--- src/rtl/fp_status_pkg.sv ---
package fp_status_pkg;

  localparam int EXC_W     = 5;
  localparam int CSR_W     = 32;
  localparam int FLAG_LSB  = 0;
  localparam int EN_LSB    = 5;
  localparam int CAUSE_LSB = 10;
  localparam int MODE_LSB  = 16;
  localparam int MODE_W    = 2;
  localparam int DN_BIT    = 20;

  localparam logic [MODE_W-1:0] MODE_RTZ = 2'b01;

  typedef enum int {
    EXC_INEXACT   = 0,
    EXC_UNDERFLOW = 1,
    EXC_OVERFLOW  = 2,
    EXC_DIVZERO   = 3,
    EXC_INVALID   = 4
  } exc_idx_e;

  typedef logic [EXC_W-1:0] exc_set_t;

  // Mask of all storable bits in the status word.
  function automatic logic [CSR_W-1:0] f_write_mask();
    logic [CSR_W-1:0] m;
    m = '0;
    for (int i = 0; i < EXC_W; i++) begin
      m[FLAG_LSB + i]  = 1'b1;
      m[EN_LSB + i]    = 1'b1;
      m[CAUSE_LSB + i] = 1'b1;
    end
    for (int i = 0; i < MODE_W; i++) m[MODE_LSB + i] = 1'b1;
    m[DN_BIT] = 1'b1;
    return m;
  endfunction

  localparam logic [CSR_W-1:0] WR_MASK = f_write_mask();

  // Cause set of one operation: an approximate result with nothing
  // else reported is marked inexact.
  function automatic exc_set_t f_cause(exc_set_t raw, logic approx);
    exc_set_t c;
    c = raw;
    if (approx && (raw == '0)) c[EXC_INEXACT] = 1'b1;
    return c;
  endfunction

  function automatic logic f_trap_hit(exc_set_t cause, exc_set_t enable);
    return |(cause & enable);
  endfunction

  function automatic exc_set_t f_accumulate(exc_set_t flags, exc_set_t cause);
    return flags | cause;
  endfunction

endpackage

--- src/rtl/fp_cause_gen.sv ---
module fp_cause_gen
  import fp_status_pkg::*;
(
  input  logic     [EXC_W-1:0] raw_exc,
  input  logic                 approx,
  output logic     [EXC_W-1:0] cause
);
  always_comb cause = f_cause(raw_exc, approx);
endmodule

--- src/rtl/fp_mode_decode.sv ---
module fp_mode_decode
  import fp_status_pkg::*;
(
  input  logic [MODE_W-1:0] mode_field,
  input  logic              dn_bit,
  output logic              round_to_zero,
  output logic              flush_zero
);
  always_comb begin
    round_to_zero = (mode_field == MODE_RTZ);
    flush_zero    = dn_bit;
  end
endmodule

--- src/rtl/fp_status_store.sv ---
module fp_status_store
  import fp_status_pkg::*;
(
  input  logic             clk,
  input  logic             rst_n,
  input  logic             wr_en,
  input  logic [CSR_W-1:0] wr_data,
  input  logic             op_accept,
  input  logic [EXC_W-1:0] new_cause,
  output logic [CSR_W-1:0] csr,
  output logic             trap_req
);
  logic [EXC_W-1:0] flags_q, enable_q, cause_q;
  logic             trap_hit;

  assign flags_q  = csr[FLAG_LSB  +: EXC_W];
  assign enable_q = csr[EN_LSB    +: EXC_W];
  assign cause_q  = csr[CAUSE_LSB +: EXC_W];
  assign trap_hit = f_trap_hit(new_cause, enable_q);

  always_ff @(posedge clk) begin
    if (!rst_n) begin
      csr      <= '0;
      trap_req <= 1'b0;
    end else if (wr_en) begin
      csr      <= wr_data & WR_MASK;
      trap_req <= 1'b0;
    end else if (op_accept) begin
      csr[CAUSE_LSB +: EXC_W] <= new_cause;
      csr[FLAG_LSB  +: EXC_W] <= f_accumulate(flags_q, new_cause);
      trap_req                <= trap_hit;
    end else begin
      trap_req <= 1'b0;
    end
  end

  logic unused_cause;
  assign unused_cause = ^cause_q;
endmodule

--- src/rtl/fp_status_unit.sv ---
module fp_status_unit
  import fp_status_pkg::*;
#(
  parameter int                TRAP_W      = 12,
  parameter logic [TRAP_W-1:0] TRAP_OFFSET = 12'h120
) (
  input  logic              clk,
  input  logic              rst_n,
  input  logic              op_done,
  input  logic [EXC_W-1:0]  op_raw_exc,
  input  logic              op_approx,
  input  logic              sw_wr_en,
  input  logic [CSR_W-1:0]  sw_wr_data,
  output logic [CSR_W-1:0]  csr_value,
  output logic              round_to_zero,
  output logic              flush_zero,
  output logic              trap_req,
  output logic [TRAP_W-1:0] trap_vector
);
  // Named internal events, visible to the bound checker.
  logic             op_accept;
  logic [EXC_W-1:0] next_cause;

  assign op_accept   = op_done && !sw_wr_en;
  assign trap_vector = TRAP_OFFSET;

  fp_cause_gen u_cause (
    .raw_exc (op_raw_exc),
    .approx  (op_approx),
    .cause   (next_cause)
  );

  fp_status_store u_store (
    .clk       (clk),
    .rst_n     (rst_n),
    .wr_en     (sw_wr_en),
    .wr_data   (sw_wr_data),
    .op_accept (op_accept),
    .new_cause (next_cause),
    .csr       (csr_value),
    .trap_req  (trap_req)
  );

  fp_mode_decode u_mode (
    .mode_field    (csr_value[MODE_LSB +: MODE_W]),
    .dn_bit        (csr_value[DN_BIT]),
    .round_to_zero (round_to_zero),
    .flush_zero    (flush_zero)
  );
endmodule

--- config.mk ---
export PLATFORM = sky130hd
export DESIGN_NAME = fp_status_unit
export DESIGN_NICKNAME = d
export VERILOG_FILES = /design/src/rtl/fp_status_pkg.sv /design/src/rtl/fp_cause_gen.sv /design/src/rtl/fp_mode_decode.sv /design/src/rtl/fp_status_store.sv /design/src/rtl/fp_status_unit.sv
export SDC_FILE = /design/constraint.sdc
export NUM_CORES = 1
export LEC_CHECK = 0
export BUFFER_PORTS_ARGS = -buffer_cell sky130_fd_sc_hd__buf_4
export CAP_MARGIN = 0
export CORE_ASPECT_RATIO = 1.1
export CORE_UTILIZATION = 30
export CTS_CLUSTER_DIAMETER = 120
export DETAILED_ROUTE_END_ITERATION = 10
export GPL_ROUTABILITY_DRIVEN = 0
export GPL_TIMING_DRIVEN = 0
export MAX_ROUTING_LAYER = met4
export PLACE_DENSITY = 0.7
export SYNTH_ARGS = -nofsm -noshare
export SYNTH_HDL_FRONTEND = slang
export SYNTH_HIERARCHICAL = 1
export SYNTH_SLANG_ARGS = --single-unit
--- constraint.sdc ---
create_clock -name clk -period 2.5 [get_ports clk]
set_input_delay 0.25 -clock clk [delete_from_list [all_inputs] [get_ports clk]]
set_output_delay 0.25 -clock clk [all_outputs]
set_load 0.01 [all_outputs]
==> results of run 1 <==
## flip-flops by register name, indices dropped and copies added (netlist names)
name and cells:
u_store/csr 18, u_store/trap_req 1
## worst paths after layout
check,slack [ps],start,to,cells past startpoint
worst max-delay path,1170,op_raw_exc[1],u_store/trap_req,5
worst max register to register,1610,u_store/csr[14],u_store/csr[14],2
worst min-delay path,250,sw_wr_data[5],u_store/csr[5],3
worst min register to register,540,u_store/csr[20],u_store/csr[20],2
## stage by stage
stage	power [mW]	setup slack, ps
2_1_floorplan	0.471	1180
3_3_place_gp	0.552	905
3_5_place_dp	0.553	904
4_1_cts	0.771	1180
5_1_grt	0.809	1050
6_report	0.759	1170
## power breakdown
part / internal, mW / switching, mW
clock network: 0.111 / 0.104
logic: 0.128 / 0.0800
registers: 0.323 / 0.0137
total: 0.562 / 0.197
## cells by family after synthesis
family / count (synthesis) / share of synthesized area
buffers and inverters: 36 / 0.238
and+or+nand+nor: 27 / 0.164
DFF: 19 / 0.337
AOI/OAI and AO/OA: 14 / 0.117
muxes: 13 / 0.134
other: 3 / 0.00997
## critical path, cell delays in order
cell                       delay [ps]
sky130_fd_sc_hd__buf_4            110
sky130_fd_sc_hd__or4b_1           500
sky130_fd_sc_hd__o21bai_1         270
sky130_fd_sc_hd__a22oi_1          130
sky130_fd_sc_hd__a211oi_1         230
## layer usage
layer | vias up | share of wire | wire (µm)
met5 | - | 0 | 0
li1 | 470 | - | -
met2 | 41 | 0.49 | 1210
met3 | 4 | 0.082 | 202
met4 | 0 | 0.015 | 38
met1 | 395 | 0.41 | 1010
## placed cells by master (no fill, tap or decap)
| cell | synthesis | routed |
|---|---|---|
| sky130_fd_sc_hd__a211o_2 | 5 | 5 |
| sky130_fd_sc_hd__mux2_2 | 1 | 1 |
| sky130_fd_sc_hd__clkinv_2 | 0 | 1 |
| sky130_fd_sc_hd__buf_2 | 2 | 2 |
| sky130_fd_sc_hd__nor2b_4 | 2 | 2 |
| sky130_fd_sc_hd__and3_1 | 5 | 5 |
| sky130_fd_sc_hd__nor2b_1 | 8 | 8 |
| sky130_fd_sc_hd__a222oi_1 | 1 | 1 |
| sky130_fd_sc_hd__a211oi_1 | 1 | 1 |
| sky130_fd_sc_hd__dfxtp_1 | 19 | 19 |
| sky130_fd_sc_hd__a22oi_1 | 1 | 1 |
| sky130_fd_sc_hd__mux2i_1 | 8 | 8 |
| sky130_fd_sc_hd__buf_6 | 1 | 1 |
| sky130_fd_sc_hd__o211a_1 | 5 | 5 |
| sky130_fd_sc_hd__mux2_4 | 4 | 4 |
| sky130_fd_sc_hd__nand2_1 | 1 | 1 |
| sky130_fd_sc_hd__conb_1 | 3 | 26 |
| sky130_fd_sc_hd__buf_4 | 33 | 81 |
| sky130_fd_sc_hd__or4b_1 | 1 | 1 |
| sky130_fd_sc_hd__nand2b_1 | 10 | 10 |
| sky130_fd_sc_hd__o21bai_1 | 1 | 1 |
| sky130_fd_sc_hd__clkbuf_8 | 0 | 3 |
## cell type report
class | count | area share
clock inverter | 1 | 0.00297
timing repair buffer | 48 | 0.214
tap | 50 | 0.0371
clock buffer | 3 | 0.0245
buffer | 36 | 0.160
multi-input combinational | 80 | 0.336
sequential | 19 | 0.226
==> results_tabular.tex, run 1 <==
\begin{tabular}{lr}
\hline
Metric & Value \\
\hline
\multicolumn{2}{l}{\textbf{Setup path}} \\
\quad Worst path arrival time & 1500 ps \\
\quad Kind of critical path & in2reg \\
\quad Maximum net fanout on the critical path & 3 \\
\quad Data required time at the worst endpoint & between 2000 and 3000 ps \\
\quad Sort of element at the start of the critical path & primary input \\
\quad Kind of capture point of the worst setup path & flop \\
\multicolumn{2}{l}{\textbf{Logic synthesis}} \\
\quad Top-area cell type share of the netlist area & 0.337 \\
\quad Yosys warns & 6 \\
\quad Number of instances in the synthesized netlist & $\sim$110 \\
\quad Leading post-synthesis cells by instance count & sky130\_fd\_sc\_hd\_\_buf\_4, sky130\_fd\_sc\_hd\_\_dfxtp\_1, sky130\_fd\_sc\_hd\_\_nand2b\_1 \\
\quad Ys flop type & sky130\_fd\_sc\_hd\_\_dfxtp\_1 \\
\quad Async set or reset register ratio after synthesis & 0 \\
\quad Sequential fraction of the synthesis area & 0.337 \\
\quad Yosys cell types & 20 \\
\quad Post-synth EDFFs & 0 \\
\quad Average size of a mapped cell & $\sim$10 µm² \\
\quad Count leader, synth & sky130\_fd\_sc\_hd\_\_buf\_4 \\
\quad Leading cell types by total area after synthesis & sky130\_fd\_sc\_hd\_\_dfxtp\_1, sky130\_fd\_sc\_hd\_\_buf\_4, sky130\_fd\_sc\_hd\_\_mux2i\_1, sky130\_fd\_sc\_hd\_\_nand2b\_1, sky130\_fd\_sc\_hd\_\_mux2\_4 \\
\quad Cell type with the largest total area after synthesis & sky130\_fd\_sc\_hd\_\_dfxtp\_1 \\
\quad Synth Cell Area & 0.00113 mm² \\
\quad Register bit count reported by yosys & 19 \\
\multicolumn{2}{l}{\textbf{STA}} \\
\quad Number of hold-slack violations in the final timing report & 0 \\
\quad Final critical delay including setup and external delays & roughly 1300 ps \\
\quad Highest clock rate & 0.754 GHz \\
\quad Final clock skew & 3.28 ps \\
\quad Sum of negative setup slack & 0 ps \\
\quad Final setup violating endpoints & 0 \\
\quad Hold Worst Slack & 247 ps \\
\quad Number of pins with negative max-slew slack in the final report & 0 \\
\quad Final Cycle Share & 0.530 \\
\quad RSZ-0062 raised after global routing & no \\
\multicolumn{2}{l}{\textbf{Floorplan}} \\
\quad Die height & between 60 and 70 µm \\
\quad Number of placed I/O pins & between 80 and 90 \\
\quad Area of the core & 0.00363 mm² \\
\quad Total number of placement rows & 23 \\
\quad Die area & approximately 0.0040 mm² \\
\quad Die X & 60.5 µm \\
\quad Starting Density & 0.312 \\
\multicolumn{2}{l}{\textbf{Global route}} \\
\quad Wire length of the first global-routing pass & $\sim$3700 µm \\
\quad Met1 Resource Use GR & 0.159 \\
\quad Via count of the first global-routing pass & between 700 and 800 \\
\quad Global routing met3 resource utilization & 0.0254 \\
\quad GR Util met2 & 0.209 \\
\quad Initial antenna violation count & 0 \\
\quad Total routing resource utilization after global routing & 0.130 \\
\quad Layer with the highest usage & met2 \\
\quad Residual overflow from global routing & 0 \\
\quad Pin count of the biggest net entering global routing & 12 \\
\multicolumn{2}{l}{\textbf{Final layout}} \\
\quad Final Util & 0.465 \\
\quad Antenna diode count & 0 \\
\quad Area used by multi-input combinational logic & 567 µm² \\
\quad Area used by sequential logic in the layout & $\sim$380 µm² \\
\quad Count of fill cells added during filler insertion & between 300 and 400 \\
\quad Area growth from synthesis to layout & 49.2\% \\
\quad Final std cells w/o fill & about 240 \\
\quad Summed area of non-filler cells in the final layout & between 0.0015 and 0.002 mm² \\
\quad Fraction of final layout cells with drive strength greater than 1 & 0.535 \\
\quad Nets & 230 \\
\multicolumn{2}{l}{\textbf{Place}} \\
\quad DP Wirelength & between 1500 and 2000 µm \\
\quad Total instance count after detailed placement & 233 \\
\quad Placed inst area & roughly 0.0016 mm² \\
\quad Number of input and output port buffers inserted & 48 \\
\multicolumn{2}{l}{\textbf{Clock network}} \\
\quad Htree depth & 1 \\
\quad Number of buffers between clock root and the deepest sink & 2 \\
\quad CTS clock-pin slew for the worst setup and hold paths & 70 ps \\
\quad Worst skew pair latency & between 200 and 300 ps \\
\quad TritonCTS Buffers & 3 \\
\quad Cells resized by post-CTS repair & 0 \\
\quad CTS root buf & sky130\_fd\_sc\_hd\_\_clkbuf\_8 \\
\quad Sinks on the clock net & 19 \\
\quad CTS tree & yes \\
\quad Total setup buffers inserted after CTS & 0 \\
\quad Hold buffer count at CTS & 0 \\
\multicolumn{2}{l}{\textbf{Power}} \\
\quad LEAKAGE & between 0.9 and 1 nW \\
\quad Cell Pwr Density & 450 mW/mm² \\
\quad Worst IR drop on VDD & approximately 250 µV \\
\multicolumn{2}{l}{\textbf{Route}} \\
\quad Total detailed-routing wirelength & around 2500 µm \\
\quad Via count & just over 900 \\
\quad Residual DRC count & 0 \\
\quad DRC marker count from the first detailed-route iteration & 23 \\
\quad Routed wire per std cell & between 10 and 15 µm \\
\quad Final antenna-violating net count & 0 \\
\quad Post-DR vias/cell & 3.84 \\
\quad Detailed-routing iteration count for the pre-antenna-repair pass & 4 \\
\multicolumn{2}{l}{\textbf{Outcome}} \\
\quad Status & completed \\
\multicolumn{2}{l}{\textbf{Hold path}} \\
\quad Class of the most critical hold timing path & in2reg \\
\multicolumn{2}{l}{\textbf{Flow run}} \\
\quad Count of maximum capacitance violations & 0 \\
\hline
\end{tabular}
Note: power is estimated with default switching activity, not from simulation.
==> run 2: changes to the inputs <==
- PLACE_DENSITY: 0.7 -> 0.72
- clock period: 2.5 -> 1.2 ns (I/O delays scaled with it)
==> run 2 against run 1 <==
  * The flow now finishes with violations (design-rule violations)
  * Cell count stayed put
  * Flip-flop and latch count stayed put
  * Power is 110% higher
  * Cell area is 0.52% higher
  * Largest power group unchanged
  * Routed wire length is 0.61% higher
  * Hold slack worse by 130 ps
  * Critical path type unchanged
  * Clock skew is 6.3 ps higher
  * Sequential power is 110% higher
  * Clock power is 110% higher
  * Non-clock buffer count stayed put
  * Critical path depth stayed put
  * Combinational power is 110% higher
==> results_tabular.tex, run 2 (synthesis results as in run 1) <==
\begin{tabular}{lr}
\hline
Metric & Value \\
\hline
\multicolumn{2}{l}{\textbf{Outcome}} \\
\quad Status & complete, but fails checks \\
\quad Violated checks & design-rule violations \\
\multicolumn{2}{l}{\textbf{Route}} \\
\quad Via count & a little over 900 \\
\quad Total detailed-routing wirelength & 2470 µm \\
\quad Routed wire per std cell & between 10 and 15 µm \\
\quad Post-DR vias/cell & slightly below 4 \\
\quad DRC marker count from the first detailed-route iteration & 7 \\
\quad Residual DRC count & 2 \\
\quad Final antenna-violating net count & 0 \\
\quad Detailed-routing iteration count for the pre-antenna-repair pass & 7 \\
\multicolumn{2}{l}{\textbf{Global route}} \\
\quad Via count of the first global-routing pass & between 700 and 800 \\
\quad Wire length of the first global-routing pass & 3580 µm \\
\quad Pin count of the biggest net entering global routing & 12 \\
\quad Initial antenna violation count & 0 \\
\quad Residual overflow from global routing & 0 \\
\quad Total routing resource utilization after global routing & 0.125 \\
\multicolumn{2}{l}{\textbf{Clock network}} \\
\quad Worst skew pair latency & $\sim$260 ps \\
\quad Sinks on the clock net & 19 \\
\quad CTS tree & yes \\
\quad TritonCTS Buffers & 3 \\
\quad Total setup buffers inserted after CTS & 0 \\
\quad Htree depth & 1 \\
\quad CTS clock-pin slew for the worst setup and hold paths & around 80 ps \\
\quad CTS root buf & sky130\_fd\_sc\_hd\_\_clkbuf\_8 \\
\quad Number of buffers between clock root and the deepest sink & 2 \\
\multicolumn{2}{l}{\textbf{Setup path}} \\
\quad Kind of critical path & in2reg \\
\quad Cell depth of the worst flop-to-flop path & 2 \\
\quad Worst path arrival time & between 1000 and 1500 ps \\
\quad Ordered cell list for the critical path & buf\_4 > or4b\_1 > o21bai\_2 > a22oi\_2 > a211oi\_1 \\
\quad Launching point of the worst reg2reg path & u\_store/csr[7] \\
\quad Maximum net fanout on the critical path & 3 \\
\quad Count of buffering cells on the critical path with inverters included & 1 \\
\quad Delay of the slowest cell on the worst path & roughly 530 ps \\
\quad Logic depth of the worst path, buffers included & 5 \\
\quad Kind of capture point of the worst setup path & flop \\
\quad Data required time at the worst endpoint & between 1000 and 1500 ps \\
\quad Setup slack on the worst flop-to-flop path & about 320 ps \\
\quad Cell class contributing the biggest share of worst-path delay & compound AO/OA/AOI/OAI gates \\
\quad Master of the slowest instance on the critical path & sky130\_fd\_sc\_hd\_\_or4b\_1 \\
\quad End of the worst register-to-register path & u\_store/trap\_req \\
\quad Sort of element at the start of the critical path & primary input \\
\multicolumn{2}{l}{\textbf{Power}} \\
\quad Net switching power figure & 0.417 mW \\
\quad Switching part of the total & 0.263 \\
\quad Power share of the combinational group & 0.277 \\
\quad Worst IR drop on VDD & about 340 µV \\
\quad LEAKAGE & 0.937 nW \\
\quad Share of power burned in the clock network & 0.283 \\
\quad Internal power of the cells & between 1 and 1.5 mW \\
\quad Total Power & between 1.5 and 2 mW \\
\quad Proportion of power drawn by flip-flops and latches & 0.440 \\
\quad Cell Pwr Density & around 940 mW/mm² \\
\multicolumn{2}{l}{\textbf{Final layout}} \\
\quad Summed area of non-filler cells in the final layout & approximately 0.0017 mm² \\
\quad Area growth from synthesis to layout & 49.9\% \\
\quad Register ranked first by flip-flop count & u\_store/csr \\
\quad Highest-count cells in the layout ignoring fill and taps & sky130\_fd\_sc\_hd\_\_buf\_4, sky130\_fd\_sc\_hd\_\_conb\_1, sky130\_fd\_sc\_hd\_\_dfxtp\_1 \\
\quad Antenna diode count & 0 \\
\quad Largest registers & u\_store/csr (18), u\_store/trap\_req (1) \\
\quad Fraction of final layout cells with drive strength greater than 1 & 0.545 \\
\quad Final std cells w/o fill & about 240 \\
\quad Number of flip-flops in the largest register & 18 \\
\quad Nets & between 200 and 250 \\
\quad Leading cell type in the layout, fill and taps excluded & sky130\_fd\_sc\_hd\_\_buf\_4 \\
\multicolumn{2}{l}{\textbf{Floorplan}} \\
\quad Area of the core & approximately 0.0036 mm² \\
\quad Die height & roughly 66 µm \\
\quad Total number of placement rows & 23 \\
\quad Starting Density & 0.312 \\
\quad Die area & around 0.0040 mm² \\
\quad Die X & 60.5 µm \\
\quad Number of placed I/O pins & 89 \\
\multicolumn{2}{l}{\textbf{Flow run}} \\
\quad Count of maximum capacitance violations & 0 \\
\multicolumn{2}{l}{\textbf{STA}} \\
\quad RSZ-0062 raised after global routing & no \\
\quad Final setup violating endpoints & 0 \\
\quad Final critical delay including setup and external delays & between 1000 and 1500 ps \\
\quad Final Cycle Share & 0.964 \\
\quad Number of hold-slack violations in the final timing report & 0 \\
\quad Final clock skew & between 9 and 10 ps \\
\quad Highest clock rate & approximately 0.86 GHz \\
\quad Number of pins with negative max-slew slack in the final report & 0 \\
\multicolumn{2}{l}{\textbf{Hold path}} \\
\quad Worst-case hold path end point & u\_store/csr[7] \\
\quad Start point of the worst hold path & sw\_wr\_data[7] \\
\quad Hold Path Depth & 3 \\
\quad Class of the most critical hold timing path & in2reg \\
\multicolumn{2}{l}{\textbf{Place}} \\
\quad Total instance count after detailed placement & roughly 230 \\
\quad Placed inst area & $\sim$0.0016 mm² \\
\quad DP Wirelength & 1960 µm \\
\quad Number of input and output port buffers inserted & between 40 and 50 \\
\hline
\end{tabular}
## run 2: per-layer routing
layer / share of wire / global-route usage / up-vias / wire length [µm]
li1: - / - / 472 / -
met1: 0.41 / 0.150 / 399 / 1010
met2: 0.51 / 0.210 / 40 / 1270
met3: 0.063 / 0.0176 / 2 / 155
met4: 0.013 / 0.0426 / 0 / 31
met5: 0 / - / - / 0
## run 2: worst max-delay path by stage
stage                       end     startpoint  slack (ps)
4_1_cts        u_store/trap_req  op_raw_exc[1]          10
6_report       u_store/trap_req  op_raw_exc[1]          40
5_1_grt        u_store/trap_req  op_raw_exc[1]           2
3_5_place_dp   u_store/trap_req  op_raw_exc[1]        -350
2_1_floorplan  u_store/trap_req  op_raw_exc[1]          10
3_3_place_gp   u_store/trap_req  op_raw_exc[1]        -340
## run 2: layout make-up
cell class,instances,area [µm²]
clock inverters,1,5.00
clock buffers,3,41.3
fillers,380,1930
repair buffers,48,360
multi-input cells,80,576
well taps,50,62.6
plain buffers,36,269
flip-flops and latches,19,380
## run 2: power by group through the flow
stage          logic, mW  clock network (mW)  registers, mW
6_report           0.440               0.449          0.700
3_3_place_gp       0.436                   0          0.713
5_1_grt            0.480               0.478          0.706
4_1_cts            0.442               0.456          0.700
2_1_floorplan      0.252                   0          0.731
3_5_place_dp       0.440                   0          0.715
## run 2: stage by stage
step	hold WS [ps]	setup WS [ps]	util	setup TNS, ps
6_report	116	43.6	0.467	0
5_1_grt	131	1.81	0.467	0
4_1_cts	119	12.8	0.466	0
3_5_place_dp	386	-354	0.452	-828
3_3_place_gp	378	-341	0.452	-793
2_1_floorplan	248	10.7	-	0
## run 2: repair_timing
item                                    4_1_cts  5_1_grt
hold buffers                                  0        0
gates cloned                                  0        0
pin swaps                                     0        2
resized for setup                             1        1
endpoints found under the setup margin        1        1
## run 2: worst register-to-register path, cell delays in order (launching register included)
cell and delay [ps]:
sky130_fd_sc_hd__dfxtp_1 330, sky130_fd_sc_hd__a222oi_1 310, sky130_fd_sc_hd__a211oi_1 120
==> run 3: changes to the inputs <==
--- a/config.mk
+++ b/config.mk
@@ -17,2 +17,3 @@
 export PLACE_DENSITY = 0.72
+export REMOVE_ABC_BUFFERS = 1
 export SYNTH_ARGS = -nofsm -noshare
==> constraint.sdc (replaced) <==
create_clock -name clk -period 1.2 [get_ports clk]
set_input_delay 0 -clock clk [delete_from_list [all_inputs] [get_ports clk]]
set_output_delay 0 -clock clk [all_outputs]
set_load 0.01 [all_outputs]
==> run 3 against run 2 <==
  * The flow now finishes without violations
  * Maximum frequency grew 12%
  * Flip-flop and latch count stayed put
  * Count of clock-buffer cells in the layout rose by 1
  * Global-route usage decreased by 1.7 points
==> results_tabular.tex, run 3 (synthesis results as in run 1) <==
\begin{tabular}{lr}
\hline
Metric & Value \\
\hline
\multicolumn{2}{l}{\textbf{STA}} \\
\quad RSZ-0062 raised after global routing & no \\
\quad Final setup violating endpoints & 0 \\
\quad Highest clock rate & a little under 1 GHz \\
\quad Sum of negative setup slack & 0 ps \\
\quad Final clock skew & between 0.5 and 0.6 ps \\
\quad Slack of the critical path & around 170 ps \\
\quad Number of pins with negative max-slew slack in the final report & 0 \\
\quad Final Cycle Share & 0.861 \\
\quad Number of hold-slack violations in the final timing report & 0 \\
\quad Final critical delay including setup and external delays & 1030 ps \\
\multicolumn{2}{l}{\textbf{Global route}} \\
\quad Initial antenna violation count & 0 \\
\quad Pin count of the biggest net entering global routing & 31 \\
\quad Total routing resource utilization after global routing & 0.107 \\
\quad Residual overflow from global routing & 0 \\
\quad Via count of the first global-routing pass & between 600 and 700 \\
\quad Wire length of the first global-routing pass & between 3000 and 4000 µm \\
\multicolumn{2}{l}{\textbf{Final layout}} \\
\quad Leading cell type in the layout, fill and taps excluded & sky130\_fd\_sc\_hd\_\_buf\_4 \\
\quad Register ranked first by flip-flop count & u\_store/csr \\
\quad Number of flip-flops in the largest register & 18 \\
\quad Largest registers & u\_store/csr (18), u\_store/trap\_req (1) \\
\quad Area growth from synthesis to layout & 25.2\% \\
\quad Highest-count cells in the layout ignoring fill and taps & sky130\_fd\_sc\_hd\_\_buf\_4, sky130\_fd\_sc\_hd\_\_conb\_1, sky130\_fd\_sc\_hd\_\_dfxtp\_1 \\
\quad Antenna diode count & 0 \\
\quad Nets & between 150 and 200 \\
\quad Fraction of final layout cells with drive strength greater than 1 & 0.417 \\
\quad Final Util & 0.390 \\
\multicolumn{2}{l}{\textbf{Floorplan}} \\
\quad Die X & between 60 and 70 µm \\
\quad Die area & $\sim$0.004 mm² \\
\quad Die height & about 66 µm \\
\quad Total number of placement rows & 23 \\
\quad Area of the core & roughly 0.0036 mm² \\
\quad Starting Density & 0.312 \\
\quad Number of placed I/O pins & 89 \\
\multicolumn{2}{l}{\textbf{Power}} \\
\quad Total Power & between 1 and 1.5 mW \\
\quad LEAKAGE & approximately 0.74 nW \\
\quad Worst IR drop on VDD & 349 µV \\
\quad Cell Pwr Density & 1040 mW/mm² \\
\multicolumn{2}{l}{\textbf{Route}} \\
\quad Routed wire per std cell & slightly above 10 µm \\
\quad Via count & roughly 800 \\
\quad Final antenna-violating net count & 0 \\
\quad Routed metal-1 wirelength & $\sim$900 µm \\
\quad Length of routed met3 wiring & between 150 and 200 µm \\
\quad Detailed route wirelength on metal2 & slightly below 1000 µm \\
\quad Detailed-routing iteration count for the pre-antenna-repair pass & 6 \\
\quad Residual DRC count & 0 \\
\quad Total detailed-routing wirelength & a little over 2000 µm \\
\quad Post-DR vias/cell & $\sim$4 \\
\quad DRC marker count from the first detailed-route iteration & 33 \\
\quad Highest metal layer with signal wires & met3 \\
\multicolumn{2}{l}{\textbf{Setup path}} \\
\quad Kind of capture point of the worst setup path & flop \\
\quad Delay of the slowest cell on the worst path & roughly 380 ps \\
\quad Ordered cell list for the critical path & buf\_4 > nor2b\_4 > mux2\_2 > o211a\_1 \\
\quad Master of the slowest instance on the critical path & sky130\_fd\_sc\_hd\_\_mux2\_2 \\
\quad Setup slack on the worst flop-to-flop path & $\sim$300 ps \\
\quad End of the worst register-to-register path & u\_store/trap\_req \\
\quad Worst path arrival time & around 1200 ps \\
\quad Data required time at the worst endpoint & $\sim$1400 ps \\
\quad Kind of critical path & in2reg \\
\quad Maximum net fanout on the critical path & 30 \\
\quad Cell depth of the worst flop-to-flop path & 2 \\
\quad Launching point of the worst reg2reg path & u\_store/csr[7] \\
\quad Sort of element at the start of the critical path & primary input \\
\multicolumn{2}{l}{\textbf{Outcome}} \\
\quad Status & completed \\
\multicolumn{2}{l}{\textbf{Flow run}} \\
\quad Count of maximum capacitance violations & 0 \\
\multicolumn{2}{l}{\textbf{Clock network}} \\
\quad Cells resized by post-CTS repair & 0 \\
\quad Worst skew pair latency & between 200 and 300 ps \\
\quad Htree depth & 1 \\
\quad CTS root buf & sky130\_fd\_sc\_hd\_\_clkbuf\_8 \\
\quad CTS clock-pin slew for the worst setup and hold paths & $\sim$70 ps \\
\quad CTS tree & yes \\
\quad Hold buffer count at CTS & 0 \\
\quad Number of buffers between clock root and the deepest sink & 2 \\
\quad TritonCTS Buffers & 3 \\
\quad Total setup buffers inserted after CTS & 0 \\
\quad Sinks on the clock net & 19 \\
\multicolumn{2}{l}{\textbf{Place}} \\
\quad Number of input and output port buffers inserted & 48 \\
\quad Worst slack after detailed placement & -107 ps \\
\quad DP Wirelength & around 1600 µm \\
\multicolumn{2}{l}{\textbf{Hold path}} \\
\quad Hold Path Depth & 3 \\
\quad Start point of the worst hold path & sw\_wr\_data[9] \\
\quad Class of the most critical hold timing path & in2reg \\
\quad Worst-case hold path end point & u\_store/csr[9] \\
\hline
\end{tabular}
[run 3: how the worst max path moves through the flow]
stage          slack (ps)     startpoint                to  cells after the start
6_report              170       sw_wr_en   u_store/csr[13]                      4
2_1_floorplan         130  op_raw_exc[1]  u_store/trap_req                      4
3_5_place_dp         -110       sw_wr_en   u_store/csr[13]                      4
4_1_cts               170  op_raw_exc[1]  u_store/trap_req                      5
5_1_grt                60  op_raw_exc[1]  u_store/trap_req                      5
3_3_place_gp         -140  op_raw_exc[1]  u_store/trap_req                      5
[run 3: final cells by class]
class,count,area (µm²)
fillers,391,2210
flip-flops and latches,19,380
clock buffers,4,45.0
repair buffers,48,360
multi-input cells,80,567
well taps,50,62.6
[run 3: worst max-delay path, delay by kind of cell]
family	cells	cell delay, ps
buffers and inverters	1	230
AND/OR/NAND/NOR	1	370
multiplexers	1	380
AO/OA/AOI/OAI	1	200
[run 3: power breakdown]
group | internal [mW] | switching [mW]
combinational | 0.193 | 0.152
clock | 0.235 | 0.199
sequential | 0.673 | 0.0263
[run 3: per-layer routing]
metal	vias up	track usage
li1	403	-
met1	372	0.137
met2	41	0.163
met3	0	0.0294
met4	0	0.0341
met5	-	-
[run 3: through the flow]
step | instance area (µm²) | hold slack (ps) | instances
2_1_floorplan | 947 | 72.8 | 99
3_3_place_gp | 1370 | 258 | 197
3_5_place_dp | 1370 | 265 | 197
4_1_cts | 1420 | 2.88 | 201
5_1_grt | 1420 | 4.87 | 201
6_report | 1420 | 8.34 | 201
